[src/rtl/dma_rec_pkg.sv]
package dma_rec_pkg;
  localparam int CHAN_BYTES = 3;
  localparam int TS_BYTES   = 8;
  localparam int RADR_BYTES = 2;
  // body bytes ahead of the payload
  localparam int PRE_BYTES  = CHAN_BYTES + TS_BYTES + RADR_BYTES;
  // record overhead including the length byte
  localparam int HDR_BYTES  = PRE_BYTES + 1;

  typedef enum logic [1:0] {
    P_LEN  = 2'd0,
    P_BODY = 2'd1,
    P_EMIT = 2'd2
  } parse_st_e;
endpackage

[src/rtl/dma_ctrl_regs.sv]
module dma_ctrl_regs #(
  parameter int ADDR_W = 32
) (
  input  logic              clk_i,
  input  logic              rst_ni,
  input  logic              base_we_i,
  input  logic [ADDR_W-1:0] base_i,
  input  logic              en_we_i,
  input  logic              en_i,
  input  logic              done_i,
  output logic [ADDR_W-1:0] base_o,
  output logic              en_o,
  output logic              start_o
);
  logic [ADDR_W-1:0] base_q;
  logic              en_q;

  // only an idle engine can be started; other run-bit writes are dropped
  assign start_o = en_we_i & en_i & ~en_q;

  always_ff @(posedge clk_i or negedge rst_ni) begin
    if (!rst_ni) begin
      base_q <= '0;
      en_q   <= 1'b0;
    end else begin
      if (base_we_i) base_q <= base_i;
      if (start_o)     en_q <= 1'b1;
      else if (done_i) en_q <= 1'b0;
    end
  end

  assign base_o = base_q;
  assign en_o   = en_q;
endmodule

[src/rtl/dma_word_fetch.sv]
module dma_word_fetch #(
  parameter int WORD_BYTES = 64,
  parameter int ADDR_W     = 32
) (
  input  logic                    clk_i,
  input  logic                    rst_ni,
  input  logic                    start_i,
  input  logic [ADDR_W-1:0]       base_i,
  input  logic                    active_i,
  input  logic                    flush_i,
  output logic                    stb_o,
  output logic [ADDR_W-1:0]       adr_o,
  input  logic                    ack_i,
  input  logic [8*WORD_BYTES-1:0] dat_i,
  output logic [7:0]              byte_o,
  output logic                    byte_valid_o,
  input  logic                    byte_ready_i
);
  localparam int WBITS = 8 * WORD_BYTES;
  localparam int OFF_W = $clog2(WORD_BYTES);
  localparam int CNT_W = $clog2(WORD_BYTES + 1);

  logic [ADDR_W-1:0] adr_q;
  logic [WBITS-1:0]  word_q;
  logic [CNT_W-1:0]  cnt_q;
  logic              take;

  assign stb_o        = active_i && (cnt_q == '0);
  assign adr_o        = adr_q;
  assign byte_o       = word_q[WBITS-1 -: 8];
  assign byte_valid_o = active_i && (cnt_q != '0);
  assign take         = byte_valid_o && byte_ready_i;

  always_ff @(posedge clk_i or negedge rst_ni) begin
    if (!rst_ni) begin
      adr_q  <= '0;
      word_q <= '0;
      cnt_q  <= '0;
    end else if (start_i) begin
      adr_q <= {base_i[ADDR_W-1:OFF_W], {OFF_W{1'b0}}};
      cnt_q <= '0;
    end else if (flush_i) begin
      cnt_q <= '0;
    end else if (stb_o && ack_i) begin
      word_q <= dat_i;
      cnt_q  <= CNT_W'(WORD_BYTES);
      adr_q  <= adr_q + ADDR_W'(WORD_BYTES);
    end else if (take) begin
      word_q <= {word_q[WBITS-9:0], 8'h00};
      cnt_q  <= cnt_q - 1'b1;
    end
  end
endmodule

[src/rtl/dma_rec_parse.sv]
module dma_rec_parse
  import dma_rec_pkg::*;
#(
  parameter int MAX_DATA = 64,
  parameter int DLEN_W   = $clog2(MAX_DATA + 1)
) (
  input  logic                  clk_i,
  input  logic                  rst_ni,
  input  logic                  start_i,
  input  logic [7:0]            byte_i,
  input  logic                  byte_valid_i,
  output logic                  byte_ready_o,
  output logic                  end_o,
  output logic                  cmd_valid_o,
  input  logic                  cmd_ready_i,
  output logic [23:0]           cmd_chan_o,
  output logic [63:0]           cmd_ts_o,
  output logic [15:0]           cmd_addr_o,
  output logic [DLEN_W-1:0]     cmd_dlen_o,
  output logic [8*MAX_DATA-1:0] cmd_data_o
);
  parse_st_e             st_q;
  logic [7:0]            len_q;
  logic [7:0]            idx_q;
  logic [23:0]           chan_q;
  logic [63:0]           ts_q;
  logic [15:0]           radr_q;
  logic [8*MAX_DATA-1:0] data_q;
  logic                  take;
  logic [7:0]            dlen_full;

  assign byte_ready_o = (st_q != P_EMIT);
  assign take         = byte_valid_i && byte_ready_o;
  assign end_o        = take && (st_q == P_LEN) && (byte_i == 8'h00);
  assign cmd_valid_o  = (st_q == P_EMIT);
  assign dlen_full    = len_q - 8'(HDR_BYTES);

  always_ff @(posedge clk_i or negedge rst_ni) begin
    if (!rst_ni) begin
      st_q   <= P_LEN;
      len_q  <= '0;
      idx_q  <= '0;
      chan_q <= '0;
      ts_q   <= '0;
      radr_q <= '0;
      data_q <= '0;
    end else if (start_i) begin
      st_q <= P_LEN;
    end else begin
      unique case (st_q)
        P_LEN: if (take && byte_i != 8'h00) begin
          len_q  <= byte_i;
          idx_q  <= '0;
          data_q <= '0;
          st_q   <= (byte_i == 8'h01) ? P_EMIT : P_BODY;
        end
        P_BODY: if (take) begin
          for (int b = 0; b < CHAN_BYTES; b++)
            if (idx_q == 8'(b)) chan_q[8*b +: 8] <= byte_i;
          for (int b = 0; b < TS_BYTES; b++)
            if (idx_q == 8'(CHAN_BYTES + b)) ts_q[8*b +: 8] <= byte_i;
          for (int b = 0; b < RADR_BYTES; b++)
            if (idx_q == 8'(CHAN_BYTES + TS_BYTES + b)) radr_q[8*b +: 8] <= byte_i;
          for (int b = 0; b < MAX_DATA; b++)
            if (idx_q == 8'(PRE_BYTES + b)) data_q[8*b +: 8] <= byte_i;
          idx_q <= idx_q + 8'd1;
          if (idx_q == len_q - 8'd2) st_q <= P_EMIT;
        end
        P_EMIT: if (cmd_ready_i) st_q <= P_LEN;
        default: st_q <= P_LEN;
      endcase
    end
  end

  assign cmd_chan_o = chan_q;
  assign cmd_ts_o   = ts_q;
  assign cmd_addr_o = radr_q;
  assign cmd_dlen_o = dlen_full[DLEN_W-1:0];
  assign cmd_data_o = data_q;
endmodule

[src/rtl/dma_record_engine.sv]
module dma_record_engine #(
  parameter int WORD_BYTES = 64,
  parameter int ADDR_W     = 32,
  parameter int MAX_DATA   = 64,
  localparam int DLEN_W    = $clog2(MAX_DATA + 1)
) (
  input  logic                    clk_i,
  input  logic                    rst_ni,
  input  logic                    cfg_base_we_i,
  input  logic [ADDR_W-1:0]       cfg_base_i,
  input  logic                    cfg_en_we_i,
  input  logic                    cfg_en_i,
  output logic                    cfg_en_o,
  output logic                    bus_cyc_o,
  output logic                    bus_stb_o,
  output logic [ADDR_W-1:0]       bus_adr_o,
  input  logic                    bus_ack_i,
  input  logic [8*WORD_BYTES-1:0] bus_dat_i,
  output logic                    cmd_valid_o,
  input  logic                    cmd_ready_i,
  output logic [23:0]             cmd_chan_o,
  output logic [63:0]             cmd_ts_o,
  output logic [15:0]             cmd_addr_o,
  output logic [DLEN_W-1:0]       cmd_dlen_o,
  output logic [8*MAX_DATA-1:0]   cmd_data_o
);
  logic [ADDR_W-1:0] base;
  logic              start;
  logic              done;
  logic              stb;
  logic [7:0]        sbyte;
  logic              sbyte_valid;
  logic              sbyte_ready;

  dma_ctrl_regs #(.ADDR_W(ADDR_W)) u_regs (
    .clk_i     (clk_i),
    .rst_ni    (rst_ni),
    .base_we_i (cfg_base_we_i),
    .base_i    (cfg_base_i),
    .en_we_i   (cfg_en_we_i),
    .en_i      (cfg_en_i),
    .done_i    (done),
    .base_o    (base),
    .en_o      (cfg_en_o),
    .start_o   (start)
  );

  dma_word_fetch #(.WORD_BYTES(WORD_BYTES), .ADDR_W(ADDR_W)) u_fetch (
    .clk_i        (clk_i),
    .rst_ni       (rst_ni),
    .start_i      (start),
    .base_i       (base),
    .active_i     (cfg_en_o),
    .flush_i      (done),
    .stb_o        (stb),
    .adr_o        (bus_adr_o),
    .ack_i        (bus_ack_i),
    .dat_i        (bus_dat_i),
    .byte_o       (sbyte),
    .byte_valid_o (sbyte_valid),
    .byte_ready_i (sbyte_ready)
  );

  dma_rec_parse #(.MAX_DATA(MAX_DATA)) u_parse (
    .clk_i        (clk_i),
    .rst_ni       (rst_ni),
    .start_i      (start),
    .byte_i       (sbyte),
    .byte_valid_i (sbyte_valid),
    .byte_ready_o (sbyte_ready),
    .end_o        (done),
    .cmd_valid_o  (cmd_valid_o),
    .cmd_ready_i  (cmd_ready_i),
    .cmd_chan_o   (cmd_chan_o),
    .cmd_ts_o     (cmd_ts_o),
    .cmd_addr_o   (cmd_addr_o),
    .cmd_dlen_o   (cmd_dlen_o),
    .cmd_data_o   (cmd_data_o)
  );

  assign bus_stb_o = stb;
  assign bus_cyc_o = stb;
endmodule

[config.mk]
export PLATFORM = sky130hd
export DESIGN_NAME = dma_record_engine
export DESIGN_NICKNAME = d
export VERILOG_FILES = /design/src/rtl/dma_rec_pkg.sv /design/src/rtl/dma_ctrl_regs.sv /design/src/rtl/dma_word_fetch.sv /design/src/rtl/dma_rec_parse.sv /design/src/rtl/dma_record_engine.sv
export SDC_FILE = /design/constraint.sdc
export NUM_CORES = 2
export LEC_CHECK = 0
export CAP_MARGIN = 10
export CORE_AREA = 2 2 473 475
export DETAILED_ROUTE_END_ITERATION = 12
export DIE_AREA = 0 0 475 477
export SETUP_SLACK_MARGIN = 0.1
export SLEW_MARGIN = 20
export SYNTH_ARGS = -nofsm -noshare
export SYNTH_HDL_FRONTEND = slang
export SYNTH_SLANG_ARGS = --single-unit
[constraint.sdc]
create_clock -name clk_i -period 7.6 [get_ports clk_i]
set_input_delay 1.52 -clock clk_i [delete_from_list [all_inputs] [get_ports clk_i]]
set_output_delay 1.52 -clock clk_i [all_outputs]
set_load 0.03 [all_outputs]
==> out/qor.yml <==
outcome: "finished clean"
yosys-mux-area-fraction_pct: 5.62
die_h_um: 477
clock_latency_ns: 0.80
fin_hold_ws_ns: 0.488
synth_simple_gate_area_share_pct: 20.2
arrival_ns: 3.50
vias_per_cell: 4.61
synth_area_leaders: "dfrtp_1 (58%), nand2_1 (8.8%), a31oi_1 (6.1%), nor2_1 (3.8%), nand3_1 (3.6%)"
path_clk_slew_ns: 0.06
worst_pin_slew_ns: 1.19
stdcell_count: 9344
fin_crit_sh_pct: 66.0
power_density_nw_per_um2: 415
syn_inst: 5261
yosys.area_share.xor_xnor_pct: 0.370
swShare_pct: 40.9
synthAdderAreaFrac_pct: 0.192
clockRootBuffer: "clkbuf_16"
hold_path_class: "flop to flop"
fmax_ghz: 0.199
async_reset_ff_share_pct: 100
drtAntennaViolNets: 0
ios: 1210
max_slew_margin_pct: 20.8
grt_pass1_vias: 41900
cts_buffer_depth: 3
synth_edf_count: 0
drt_iter0_markers: 3179
grtUsageTotal_pct: 16.6
yosysTopAreaCell: "dfrtp_1"
finalSetupViolCount: 0
fillers: 22700
grt_pass1_wl_mm: 283
synthMostInstantiatedCell: "nand2_1"
synth_top_area_share_pct: 58.0
ys_warn_count: 0
fin_setup_tns_ns: 0
finClkSkew_ns: 0.0553
die-area_sq_um: 227000
cts.htree.levels: 4
cts_resized: 0
synthTopCellsByCount: "nand2_1 (1,227), dfrtp_1 (1,206), nor2_1 (527)"
grt_max_degree: 264
dr.pass1.iters: 6
internal_power_uw: 17500
seqPwrFrac_pct: 36.3
grt-ovfl-total: 0
syn_area_sq_um: 52100
route.vias.total: 43000
drcViolationCount: 0
gp_congestion: 0.857
p_clk_share_pct: 24.3
antenna_found_initial: 82
dp.cells: 9056
cts_tree: "yes"
rsz0062_at_grt: "false"
routed_wl_mm: 195
final_nets: 6784
layout-drive-gt1-share_pct: 8.51
synth_seq_cells: 1206
fp.dieW_um: 475
fin_crit_ns: 5.02
critPathLaunchType: "flop"
synth_top_family_by_area: "simple AND/OR/NAND/NOR gates"
avgSynthCellArea_sq_um: 9.89
hpwl_mm: 139
switchingPower_uw: 12100
endpoint_kind: "output port"
start_util_pct: 23.5
seq_area_frac_synth_pct: 58.0
numCtsBuffers: 140
cellLeakagePower_uw: 0.0310
wire_per_inst_um: 20.8
cts_setup_buffers: 0
crit_fanout: 5
hold_viol_final: 0
clock_sinks: 1206
drv_cap: 0
critical_path_class: "flop to output port"
synth-compound-area-share_pct: 10.9
ys_types: 72
cts-hold-fix-buffers: 0
maxSlewViolCount: 0
rows: 173
synthToLayoutAreaGrowth_pct: 37.1
combPwrFrac_pct: 39.4
peakVddDrop_mv: 0.276
synthFlopType: "dfrtp_1"
core_area_sq_um: 221000
port_buffers: 1197
crit_required_ns: 6.08
==> worst paths after layout <==
path | start | depth (start not counted) | slack, ns | end
worst max register to register | u_fetch.word_q[508] | 6 | 3.53 | u_parse.cmd_data_o[257]
worst max-delay path | u_fetch.cnt_q[0] | 5 | 2.58 | bus_cyc_o
max in group asynchronous | rst_ni | 3 | 5.01 | u_parse.cmd_data_o[157]
worst min-delay path | u_regs.base_o[8] | 2 | 0.49 | u_fetch.adr_o[8]
min in group asynchronous | rst_ni | 1 | 0.68 | u_fetch.word_q[82]
worst min register to register | u_regs.base_o[8] | 2 | 0.49 | u_fetch.adr_o[8]
==> stage by stage <==
stage,util (%),setup WS [ns],total power (uW),cell area (sq um)
floorplan,-,3.92,17100,52100
global placement,29.9,3.17,22400,66300
detailed placement,29.9,3.15,22600,66300
CTS,32.2,2.48,29900,71200
global route,32.2,2.48,31200,71300
finish,32.2,2.58,29600,71300
==> state kept, by name, indices dropped and copies added, names as in the netlist <==
register and flops:
u_fetch.adr_o 26, u_fetch.cnt_q 7, u_fetch.word_q 512, u_parse.cmd_addr_o 16, u_parse.cmd_chan_o 24, u_parse.cmd_data_o 512, u_parse.cmd_ts_o 64, u_parse.idx_q 8
u_parse.len_q 8, u_parse.st_q 2, u_regs.base_o 26, u_regs.en_o 1
==> power by group through the flow <==
stage	clock network, uW	logic, uW	registers, uW
3_5_place_dp	0	11800	10800
6_report	7180	11700	10700
3_3_place_gp	0	11600	10700
4_1_cts	7360	11800	10700
5_1_grt	7610	12500	11000
2_1_floorplan	0	4570	12500
==> logic make-up (layout without fill, tap and decap cells) <==
| family | count (synthesis) | after routing |
|---|---|---|
| buffers and inverters | 482 | 1550 |
| other | 1 | 41 |
| flip-flops | 1206 | 1206 |
| AND/OR/NAND/NOR | 2298 | 2298 |
| XOR/XNOR | 22 | 22 |
| adder cells (fa/ha/maj) | 8 | 8 |
| AO/OA/AOI/OAI | 968 | 968 |
| multiplexers | 276 | 276 |
==> cells in the final DEF, fill, tap and decap left out, types with 7 or more instances in the layout <==
| cell | synthesis | routed |
|---|---|---|
| nand2_1 | 1227 | 1219 |
| dfrtp_1 | 1206 | 1206 |
| clkdlybuf4s50_1 | 0 | 1196 |
| nor2_1 | 527 | 525 |
| a31oi_1 | 509 | 509 |
| nand3_1 | 377 | 377 |
| o21ai_0 | 236 | 236 |
| mux2i_1 | 146 | 146 |
| o21ai_1 | 144 | 144 |
| clkbuf_16 | 0 | 140 |
| mux2_2 | 130 | 130 |
| buf_4 | 11 | 67 |
| nand4_4 | 43 | 43 |
| diode_2 | 0 | 35 |
| clkbuf_8 | 0 | 35 |
| inv_1 | 21 | 21 |
| clkbuf_1 | 277 | 21 |
| clkinv_2 | 0 | 20 |
| a22o_1 | 16 | 16 |
| a21oi_1 | 15 | 15 |
| and2_1 | 15 | 15 |
| nand2_8 | 14 | 14 |
| xor2_1 | 13 | 13 |
| nor3_1 | 13 | 13 |
| buf_12 | 5 | 13 |
| bufinv_16 | 0 | 12 |
| and3_1 | 12 | 11 |
| nand4_1 | 11 | 11 |
| o211ai_1 | 10 | 10 |
| o311ai_0 | 10 | 10 |
| xnor2_1 | 9 | 9 |
| nand2_2 | 2 | 8 |
| ha_1 | 8 | 8 |
| clkinv_16 | 0 | 8 |
| a21o_1 | 7 | 7 |
| inv_6 | 0 | 7 |
==> final cells by class <==
| class | instances | area (sq um) | share of cell area, % |
|---|---|---|---|
| clock inverters | 55 | 878 | 1.23 |
| multi-input cells | 3578 | 19500 | 27.4 |
| clock buffers | 196 | 4060 | 5.70 |
| well taps | 2975 | 3720 | 5.22 |
| repair buffers | 1278 | 12800 | 17.9 |
| flip-flops and latches | 1206 | 30200 | 42.3 |
| diodes | 35 | 87.6 | 0.123 |
| inverters | 21 | 78.8 | 0.110 |
==> routing by layer <==
layer	wire length [um]	share of wire [%]	track usage, %	up-vias
met3	15400	7.9	5.03	349
met5	516	0.26	0	-
met1	74200	38	18.9	21100
li1	-	-	-	20000
met4	7350	3.8	6.75	76
met2	97400	50	28.7	1463
==> worst max-delay path: stages (launching register included) <==
cell,delay [ns]
dfrtp_1,0.39
inv_1,0.06
ha_1,0.19
or3b_2,0.54
nor3_1,0.73
clkdlybuf4s50_1,0.82
(Power assumes the default switching activity.)
